`src/rtl/ifu_pkg.sv`:
```
package ifu_pkg;
  localparam int A_FLAG      = 0;
  localparam int A_DMAREQ    = 1;
  localparam int A_DMAEN     = 2;
  localparam int A_MODE      = 3;
  localparam int A_INTEN     = 4;
  localparam int A_DONEEN    = 5;
  localparam int A_PRIO_BASE = 16;

  typedef struct packed {
    logic       wrFlag;
    logic       wrDmaReq;
    logic       wrDmaEn;
    logic       wrIntEn;
    logic       wrDoneEn;
    logic       wrPrio;
    logic [7:0] prioIdx;
    logic       rwMode;
  } strobes_t;
endpackage

```
`src/rtl/ifu_ctrl.sv`:
```
module ifu_ctrl #(
  parameter int ADDR_W = 5
) (
  input  logic              clk,
  input  logic              rstN,
  input  logic              wrEn,
  input  logic [ADDR_W-1:0] wrAddr,
  input  logic              wrBit0,
  output ifu_pkg::strobes_t strb
);
  import ifu_pkg::*;

  logic modeQ;

  // Mode register: 0 = clear/set-only style, 1 = store-value style
  always_ff @(posedge clk) begin
    if (!rstN)                                 modeQ <= 1'b0;
    else if (wrEn && int'(wrAddr) == A_MODE)   modeQ <= wrBit0;
  end

  always_comb begin
    strb          = '0;
    strb.rwMode   = modeQ;
    strb.wrFlag   = wrEn && int'(wrAddr) == A_FLAG;
    strb.wrDmaReq = wrEn && int'(wrAddr) == A_DMAREQ;
    strb.wrDmaEn  = wrEn && int'(wrAddr) == A_DMAEN;
    strb.wrIntEn  = wrEn && int'(wrAddr) == A_INTEN;
    strb.wrDoneEn = wrEn && int'(wrAddr) == A_DONEEN;
    strb.wrPrio   = wrEn && int'(wrAddr) >= A_PRIO_BASE;
    strb.prioIdx  = 8'(int'(wrAddr) - A_PRIO_BASE);
  end
endmodule

```
`src/rtl/ifu_datapath.sv`:
```
module ifu_datapath #(
  parameter int NUM_SYS = 8,
  parameter int PRIO_W  = 3,
  parameter int ADDR_W  = 5
) (
  input  logic              clk,
  input  logic              rstN,
  input  ifu_pkg::strobes_t strb,
  input  logic [NUM_SYS-1:0] wrData,
  input  logic [NUM_SYS-1:0] evtPulse,
  input  logic [NUM_SYS-1:0] dmaDone,
  input  logic [ADDR_W-1:0]  rdAddr,
  output logic [NUM_SYS-1:0] rdData,
  output logic [NUM_SYS-1:0] flagQ,
  output logic [NUM_SYS-1:0] intEnQ,
  output logic [NUM_SYS-1:0] routeMask,
  output logic [PRIO_W-1:0]  prioQ [NUM_SYS],
  output logic [NUM_SYS-1:0] dmaStartQ
);
  import ifu_pkg::*;

  logic [NUM_SYS-1:0] dmaReqQ, dmaEnQ, doneEnQ;
  logic [NUM_SYS-1:0] flagSw, hwSet, dmaReqSw, dmaEnSw;

  assign routeMask = dmaReqQ & dmaEnQ;

  // Software view of each register, then hardware events on top
  always_comb begin
    flagSw = flagQ;
    if (strb.wrFlag) flagSw = strb.rwMode ? wrData : (flagQ & ~wrData);
    dmaReqSw = dmaReqQ;
    if (strb.wrDmaReq) dmaReqSw = strb.rwMode ? wrData : (dmaReqQ | wrData);
    dmaEnSw = dmaEnQ;
    if (strb.wrDmaEn) dmaEnSw = strb.rwMode ? wrData : (dmaEnQ | wrData);
    hwSet = (evtPulse & ~routeMask) | (dmaDone & doneEnQ);
  end

  // Flags carry no reset value
  always_ff @(posedge clk) flagQ <= flagSw | hwSet;

  always_ff @(posedge clk) begin
    if (!rstN) begin
      dmaReqQ   <= '0;
      dmaEnQ    <= '0;
      intEnQ    <= '0;
      doneEnQ   <= '0;
      dmaStartQ <= '0;
    end else begin
      dmaReqQ   <= dmaReqSw & ~dmaDone;
      dmaEnQ    <= dmaEnSw;
      dmaStartQ <= evtPulse & routeMask;
      if (strb.wrIntEn)  intEnQ  <= wrData;
      if (strb.wrDoneEn) doneEnQ <= wrData;
    end
  end

  generate
    for (genvar s = 0; s < NUM_SYS; s++) begin : g_prio
      always_ff @(posedge clk) begin
        if (strb.wrPrio && strb.prioIdx == 8'(s)) prioQ[s] <= wrData[PRIO_W-1:0];
      end
    end
  endgenerate

  always_comb begin
    rdData = '0;
    case (int'(rdAddr))
      A_FLAG:   rdData = flagQ;
      A_DMAREQ: rdData = dmaReqQ;
      A_DMAEN:  rdData = dmaEnQ;
      A_MODE:   rdData = NUM_SYS'(strb.rwMode);
      A_INTEN:  rdData = intEnQ;
      A_DONEEN: rdData = doneEnQ;
      default: begin
        for (int s = 0; s < NUM_SYS; s++)
          if (int'(rdAddr) == A_PRIO_BASE + s) rdData = NUM_SYS'(prioQ[s]);
      end
    endcase
  end
endmodule

```
`src/rtl/ifu_arbiter.sv`:
```
module ifu_arbiter #(
  parameter int NUM_SYS = 8,
  parameter int PRIO_W  = 3,
  parameter int LVL_W   = 4,
  localparam int SYS_W  = $clog2(NUM_SYS)
) (
  input  logic [NUM_SYS-1:0] pend,
  input  logic [PRIO_W-1:0]  prio [NUM_SYS],
  input  logic [LVL_W-1:0]   cpuLevel,
  output logic               irqReq,
  output logic [LVL_W-1:0]   irqLevel,
  output logic [SYS_W-1:0]   irqSys
);
  logic              found;
  logic [PRIO_W-1:0] best;

  // Scan from the top index down; ">=" lets a lower index take a tie
  always_comb begin
    found  = 1'b0;
    best   = '0;
    irqSys = '0;
    for (int i = NUM_SYS - 1; i >= 0; i--) begin
      if (pend[i] && (!found || prio[i] >= best)) begin
        found  = 1'b1;
        best   = prio[i];
        irqSys = SYS_W'(i);
      end
    end
    irqLevel = found ? LVL_W'(best) : '0;
    irqReq   = found && (LVL_W'(best) > cpuLevel);
  end
endmodule

```
`src/rtl/irq_factor_unit.sv`:
```
module irq_factor_unit #(
  parameter int NUM_SYS = 8,
  parameter int PRIO_W  = 3,
  parameter int LVL_W   = 4,
  parameter int ADDR_W  = 5,
  localparam int SYS_W  = $clog2(NUM_SYS)
) (
  input  logic               clk,
  input  logic               rstN,
  input  logic [NUM_SYS-1:0] evtPulse,
  input  logic [NUM_SYS-1:0] dmaDone,
  input  logic               wrEn,
  input  logic [ADDR_W-1:0]  wrAddr,
  input  logic [NUM_SYS-1:0] wrData,
  input  logic [ADDR_W-1:0]  rdAddr,
  output logic [NUM_SYS-1:0] rdData,
  input  logic [LVL_W-1:0]   cpuLevel,
  output logic               irqReq,
  output logic [LVL_W-1:0]   irqLevel,
  output logic [SYS_W-1:0]   irqSys,
  output logic [NUM_SYS-1:0] dmaStart
);
  ifu_pkg::strobes_t  strb;
  logic [NUM_SYS-1:0] flagQ, intEnQ, routeMask;
  logic [PRIO_W-1:0]  prioQ [NUM_SYS];

  ifu_ctrl #(.ADDR_W(ADDR_W)) u_ctrl (
    .clk(clk), .rstN(rstN), .wrEn(wrEn), .wrAddr(wrAddr),
    .wrBit0(wrData[0]), .strb(strb)
  );

  ifu_datapath #(.NUM_SYS(NUM_SYS), .PRIO_W(PRIO_W), .ADDR_W(ADDR_W)) u_dp (
    .clk(clk), .rstN(rstN), .strb(strb), .wrData(wrData),
    .evtPulse(evtPulse), .dmaDone(dmaDone), .rdAddr(rdAddr), .rdData(rdData),
    .flagQ(flagQ), .intEnQ(intEnQ), .routeMask(routeMask), .prioQ(prioQ),
    .dmaStartQ(dmaStart)
  );

  ifu_arbiter #(.NUM_SYS(NUM_SYS), .PRIO_W(PRIO_W), .LVL_W(LVL_W)) u_arb (
    .pend(flagQ & intEnQ), .prio(prioQ), .cpuLevel(cpuLevel),
    .irqReq(irqReq), .irqLevel(irqLevel), .irqSys(irqSys)
  );
endmodule

```
`config.mk`:
```
export PLATFORM = sky130hd
export DESIGN_NAME = irq_factor_unit
export DESIGN_NICKNAME = d
export VERILOG_FILES = /design/src/rtl/ifu_pkg.sv /design/src/rtl/ifu_ctrl.sv /design/src/rtl/ifu_datapath.sv /design/src/rtl/ifu_arbiter.sv /design/src/rtl/irq_factor_unit.sv
export SDC_FILE = /design/constraint.sdc
export NUM_CORES = 1
export LEC_CHECK = 0
export BUFFER_PORTS_ARGS = -buffer_cell sky130_fd_sc_hd__buf_2
export CORE_MARGIN = 5
export CORE_UTILIZATION = 59
export CTS_BUF_LIST = sky130_fd_sc_hd__clkbuf_4 sky130_fd_sc_hd__clkbuf_8
export DETAILED_ROUTE_END_ITERATION = 8
export PLACE_DENSITY_LB_ADDON = 0.08
export SLEW_MARGIN = 20
export SYNTH_ARGS = -nofsm -noshare
export SYNTH_HDL_FRONTEND = slang
export SYNTH_SLANG_ARGS = --single-unit
export TNS_END_PERCENT = 5
```
`constraint.sdc`:
```
create_clock -name clk -period 13.75 [get_ports clk]
set_input_delay 0.6875 -clock clk [delete_from_list [all_inputs] [get_ports clk]]
set_output_delay 0.6875 -clock clk [all_outputs]
set_load 0.005 [all_outputs]
```
Yosys cells after proc, flatten, opt, wreduce, memory -nomap -nowiden
Index checks and enable logic that the tools add are counted.
{ "op_classes": {"n_reduce_logical": 40, "magnitude_cmp": 9, "n_eq_ne": 25, "muxes": 39, "n_bitwise": 14, "addsub": 1} }
{ "op_table": {"columns": ["cell", "n"], "rows": [
  ["two-way mux 3 bit", 25],
  ["bitwise AND 8 bit", 7],
  ["case mux 8 bit (6 select lines)", 1],
  ["equality test 5 bit, second input constant", 8],
  ["two-way mux 8 bit", 5],
  ["equality test 8 x 3 -> 1 bit, second input constant", 4],
  ["bitwise OR 8 bit", 4],
  ["NOT 8 bit", 3],
  ["logical AND 1 bit", 23],
  [">= comparator 3 bit", 7],
  ["equality test 5 x 3 -> 1 bit, second input constant", 4],
  ["equality test 8 x 2 -> 1 bit, second input constant", 2],
  ["equality test 5 x 2 -> 1 bit, second input constant", 3],
  ["equality test 5 x 4 -> 1 bit, second input constant", 2],
  ["logical NOT 5 bit", 2],
  ["equality test 8 x 1 -> 1 bit, second input constant", 1],
  ["logical NOT 8 bit", 1],
  ["two-way mux 1 bit", 8],
  ["logical NOT 1 bit", 7],
  ["logical OR 1 bit", 7],
  ["subtractor 5 x 5 -> 6 bit, second input constant", 1],
  ["equality test 5 x 1 -> 1 bit, second input constant", 1],
  [">= comparator 5 bit, second input constant", 1],
  ["> comparator 3 x 4 -> 1 bit", 1]
]} }
{ "word_totals": {"ff_bits": 73, "inputBits": 41} }

Logic depth before layout (Yosys ltp)
{ "logic_depth": {"ltp_word": 32, "depth_mapped": 53, "depth_no_buf": 50} }

Hierarchy
A second synthesis with hierarchy kept.
{ "unflattened": {"cells_unflattened": 512, "area_unflattened_um2": 4728.3} }
{ "modules_own_cells": {"columns": ["module", "seq_area_each_um2", "cells_each", "instances", "area_per_inst_um2"], "rows": [
  ["ifu_datapath", 1681.6, 310, 1, 3259.4],
  ["ifu_arbiter", 0.0, 168, 1, 1233.7],
  ["ifu_ctrl", 20.0, 26, 1, 185.2],
  ["irq_factor_unit", 0.0, 8, 1, 50.0]
]} }

Least setup slack after synthesis
Ideal clock, no wire load.
{ "synth_path": {"path_kind": "register -> output", "from": "reg u_dp.flagQ[7]", "to": "out irqReq", "setup_slack_ns": 2.442, "stages_incl_launch_ff": 53, "path_buffers": 3, "arrival_ns": 10.620, "required_time_ns": 13.062, "path_cell_list": "dfxtp_1 buf_2 and3_1 ha_1 nand2b_1 a2111oi_1 o21ai_0 and2_1 ha_1 or3b_1 a211oi_2 or2_2 a31oi_1 ha_1 nand2b_1 a21oi_1 o21ai_1 mux2_2 (+17 left out) a21o_1 a221oi_1 or2_2 buf_2 nand2_1 o21ai_0 ha_1 nand2b_1 a21oi_1 nor2b_1 o311ai_1 nand3_1 o22ai_1 ha_1 nor2b_1 o21a_1 o21ai_0 a21oi_1"} }
{ "synth_between": {"elab_chain_cells": 32, "word_cells_on_any_way": 47, "cone_classes": "order compare: 8; mux: 16; bitwise: 1; reduce/logical: 22"} }
{ "synth_lines": {"columns": ["element", "line_no", "source"], "rows": [
  ["start, declared", "ifu_datapath.sv:14", "output logic [NUM_SYS-1:0] flagQ,"],
  ["start signal, assigned", "ifu_datapath.sv:39", "always_ff @(posedge clk) flagQ <= flagSw | hwSet;"],
  ["bitwise AND 8 bit *", "irq_factor_unit.sv:40", ".pend(flagQ & intEnQ), .prio(prioQ), .cpuLevel(cpuLevel),"],
  ["two-way mux 3 bit / two-way mux 1 bit (equally long branches)", "ifu_arbiter.sv:23", "if (pend[i] && (!found || prio[i] >= best)) begin"],
  [">= comparator 3 bit / logical NOT 1 bit (equally long branches)", "ifu_arbiter.sv:23", null],
  ["logical OR 1 bit", "ifu_arbiter.sv:23", null],
  ["logical AND 1 bit", "ifu_arbiter.sv:23", null],
  ["two-way mux 3 bit / two-way mux 1 bit (equally long branches)", "ifu_arbiter.sv:23", null],
  [">= comparator 3 bit / logical NOT 1 bit (equally long branches)", "ifu_arbiter.sv:23", null],
  ["logical OR 1 bit", "ifu_arbiter.sv:23", null],
  ["(+16 left out)", null, null],
  ["logical AND 1 bit", "ifu_arbiter.sv:23", null],
  ["two-way mux 3 bit / two-way mux 1 bit (equally long branches)", "ifu_arbiter.sv:23", null],
  [">= comparator 3 bit / logical NOT 1 bit (equally long branches)", "ifu_arbiter.sv:23", null],
  ["logical OR 1 bit", "ifu_arbiter.sv:23", null],
  ["logical AND 1 bit", "ifu_arbiter.sv:23", null],
  ["two-way mux 3 bit", "ifu_arbiter.sv:23", null],
  ["> comparator 3 x 4 -> 1 bit", "ifu_arbiter.sv:30", "irqReq = found && (LVL_W'(best) > cpuLevel);"],
  ["logical AND 1 bit *", "ifu_arbiter.sv:30", null],
  ["end, declared", "irq_factor_unit.sv:18", "output logic irqReq,"]
]} }
Mark *: on every way between the ends. The rest lies on a longest branch, timed or not.

Worst setup path in the final report
Ends and elaborated chain as after synthesis.

==> flow_summary.yaml <==
run_status:
  outcome: "complete, no violations"
clock_tree:
  hold_buffers: 0
  clkLatencyLatePin_ns: 0.35
  cts.sinks: 73
  clockBufferDepth: 2
  cts_tree: "built"
  cts_root_buffer: "clkbuf_8"
  cts_buffers: 9
  clk_pin_slew_ns: 0.08
  cts.htree.levels: 3
worst_setup_path:
  worstSetupPathDepth: 51
  worstSetupStartpointType: "register"
  r2r_setup_slack_ns: 11.92
  crit_fanout: 10
  rr_endpoint: "u_dp.flagQ[3]"
  rr_startpoint: "u_ctrl.modeQ"
  crit_type: "reg2out"
  slowest_stage: "a2111oi_1"
  critPathTopFamily: "compound AO/OA/AOI/OAI gates"
  rr_worst_depth: 4
  critPathCaptureType: "primary output"
  critPathMostFrequentCell: "ha_1"
  worstPathArrival_ns: 11.99
  cpPeakStageDelay_ns: 0.59
  critical_path_buf_inv_count: 3
  required_ns: 13.06
placed_design:
  gp_congestion: 0.993
  port_buffers: 63
  detailed_place_hpwl_mm: 8.54
  pre_cts_slack_ns: 1.26
synth:
  synth_top_area_share_pct: 23.2
  synth-seq-area-share_pct: 40.3
  synth_top_cell_by_area: "dfxtp_1"
  synth.area.top_cells: "dfxtp_1, edfxtp_1, ha_1"
  yosysWarnings: 0
  post_synth_num_cell_types: 51
  avgSynthCellArea_sq_um: 9.44
  ys.flop_type: "dfxtp_1"
  synth-edff-count: 24
  syn_area_sq_mm: 0.00422
  postSynthCellCount: 447
  synthesis.nets: 512
  yosysMostFrequentCell: "dfxtp_1"
  synth_common_cells: "dfxtp_1, nand2_1, nor2_1"
  synth-async-reset-ratio_pct: 0
  ys_ff_latch: 73
global_route:
  antenna_found_initial: 0
  globalRouteTotalUtil_pct: 26.4
  grt_pass1_vias: 3692
  grt_pass1_wl_mm: 18.0
  overflow: 0
  grt_max_degree: 42
timing:
  maxSlewViolCount: 0
  fin_tns_setup_ns: 0
  finalCritPeriodShare_pct: 92.2
  fin_worst_skew_ns: 0.00958
  fin_crit_ns: 12.68
  clock.fmax_mhz: 78.9
  finalSetupViolCount: 0
  fin_hold_ws_ns: 0.493
  fin_ws_ns: 1.07
  relSlewSlack_pct: 26.3
  worst_slew_pin_slew_ns: 1.10
  hold_viol: 0
  rsz0062_at_grt: "false"
routing:
  dr.pass1.iters: 5
  drtAntennaViolNets: 0
  routed_wl_mm: 11.7
  drc: 0
  post_drt_wl_per_cell_microns: 19.3
  vias: 3954
  via_per_inst: 6.48
  drt-initial-drc-count: 408
worst_hold_path:
  min_to: "u_dp.dmaStartQ[6]"
  min_path_cells: 2
  hold_path.class: "reg2reg"
  hp-start: "u_dp.dmaEnQ[6]"
power_and_ir_drop:
  pwr-share-clk_pct: 41.9
  powerDensity_mw_per_mm2: 94.0
  p_seq_share_pct: 49.5
  irDropWorstVdd_v: 0.0000905
  intPower_uw: 353
  p_sw_share_pct: 22.6
  fin_total_pwr_uw: 456
  p_switching_uw: 103
  leakage_uw: 0.00190
  pwr-share-comb_pct: 8.6
cells_and_area:
  fillers: 538
  num-nets-final: 574
  drive_gt1_share_pct: 19.1
  diodes: 0
  area_growth_pct: 15.0
  final_util_pct: 70.7
floorplanning:
  die_height_microns: 94.6
  coreArea_sq_mm: 0.00687
  dieArea_sq_mm: 0.00895
  start_util_pct: 61.5
  die_w_microns: 94.6
  rows: 30
  io_pins: 65
flow_run:
  cap_viol_max_count: 0
-- timing repair --
| action | CTS | global route |
|---|---|---|
| setup buffers | 0 | 4 |
| endpoints found under the setup margin | 0 | 1 |
| resized for setup | 0 | 1 |
-- worst reg2reg max path: cells and delay by family, from the launching register on --
family	cells	cell delay, ns
and+or+nand+nor	2	0.73
buffers and inverters	1	0.10
DFF	1	0.71
AOI/OAI and AO/OA	1	0.23
-- routing by layer --
metal,up-vias,wire (microns),track usage [%]
li1,1820,-,-
met1,1887,4850,36.0
met2,226,5530,41.7
met3,21,1150,5.10
met4,0,214,9.86
met5,-,0,0
-- power groups by stage --
stage / Combinational, uW / Sequential, uW / Clock [uW]
final: 39.1 / 226 / 191
after detailed placement: 37.9 / 231 / 0
after global routing: 43.0 / 226 / 202
after global placement: 37.0 / 231 / 0
after floorplan: 22.1 / 230 / 0
after CTS: 38.2 / 226 / 194
-- sequential cells by signal (all words and copies together), names as in the netlist --
register        count
u_ctrl.modeQ        1
u_dp.dmaStartQ      8
u_dp.prioQ         24
u_dp.doneEnQ        8
u_dp.dmaEnQ         8
u_dp.dmaReqQ        8
u_dp.intEnQ         8
u_dp.flagQ          8
-- layout make-up --
| cell class | instances | area [sq um] | area share (%) |
|---|---|---|---|
| Multi-Input combinational cell | 343 | 2400 | 49.4 |
| Sequential cell | 73 | 1700 | 35.1 |
| Timing Repair Buffer | 68 | 353 | 7.27 |
| Clock buffer | 12 | 153 | 3.15 |
| Tap cell | 96 | 120 | 2.47 |
| Clock inverter | 4 | 75.1 | 1.55 |
| Inverter | 14 | 52.6 | 1.08 |
-- cells by family (layout without fill, tap and decap cells) --
family	Yosys count	after routing	synth area share [%]
mux	30	30	8.62
flops	73	73	40.3
other cells	1	1	0.0888
compound gates	114	114	20.1
fa+ha+maj	24	24	7.11
buf+inv	31	98	2.96
simple gates	174	174	20.8
-- cells in the final DEF (no fill, tap or decap), types with 2 or more instances in the layout --
cell and n:
nand3_1 9, or3_1 3, nor3b_1 14, inv_1 14
a21o_1 5, bufinv_16 2, and2_1 2, nor3_1 9
mux2i_1 24, nor2b_1 27, o21a_1 4, a21oi_1 9
nor2_1 41, a31oi_1 10, edfxtp_1 24, ha_1 24
o22ai_1 5, a22oi_1 24, nand2_1 46, nand2b_1 12
o21ai_0 17, dfxtp_1 49, and3_1 4, o311a_1 2
mux4_2 5, or2_2 3, clkbuf_4 2, buf_4 5
a311oi_1 4, a222oi_1 18, buf_2 63, a211oi_1 2
o211ai_1 2, clkbuf_8 10
-- worst max path at each step --
stage,start,end
2_1_floorplan,u_dp.flagQ[7],irqReq
3_3_place_gp,u_dp.flagQ[7],irqReq
3_5_place_dp,u_dp.flagQ[7],irqReq
4_1_cts,u_dp.flagQ[7],irqReq
5_1_grt,u_dp.flagQ[7],irqReq
6_report,u_dp.flagQ[7],irqReq
-- stage by stage --
step,std cells,instance area (sq um)
after floorplan,447,4220
after global placement,590,4590
after detailed placement,590,4590
after CTS,606,4820
after global routing,610,4850
final,610,4850
Power figures use the tool's default switching activity.
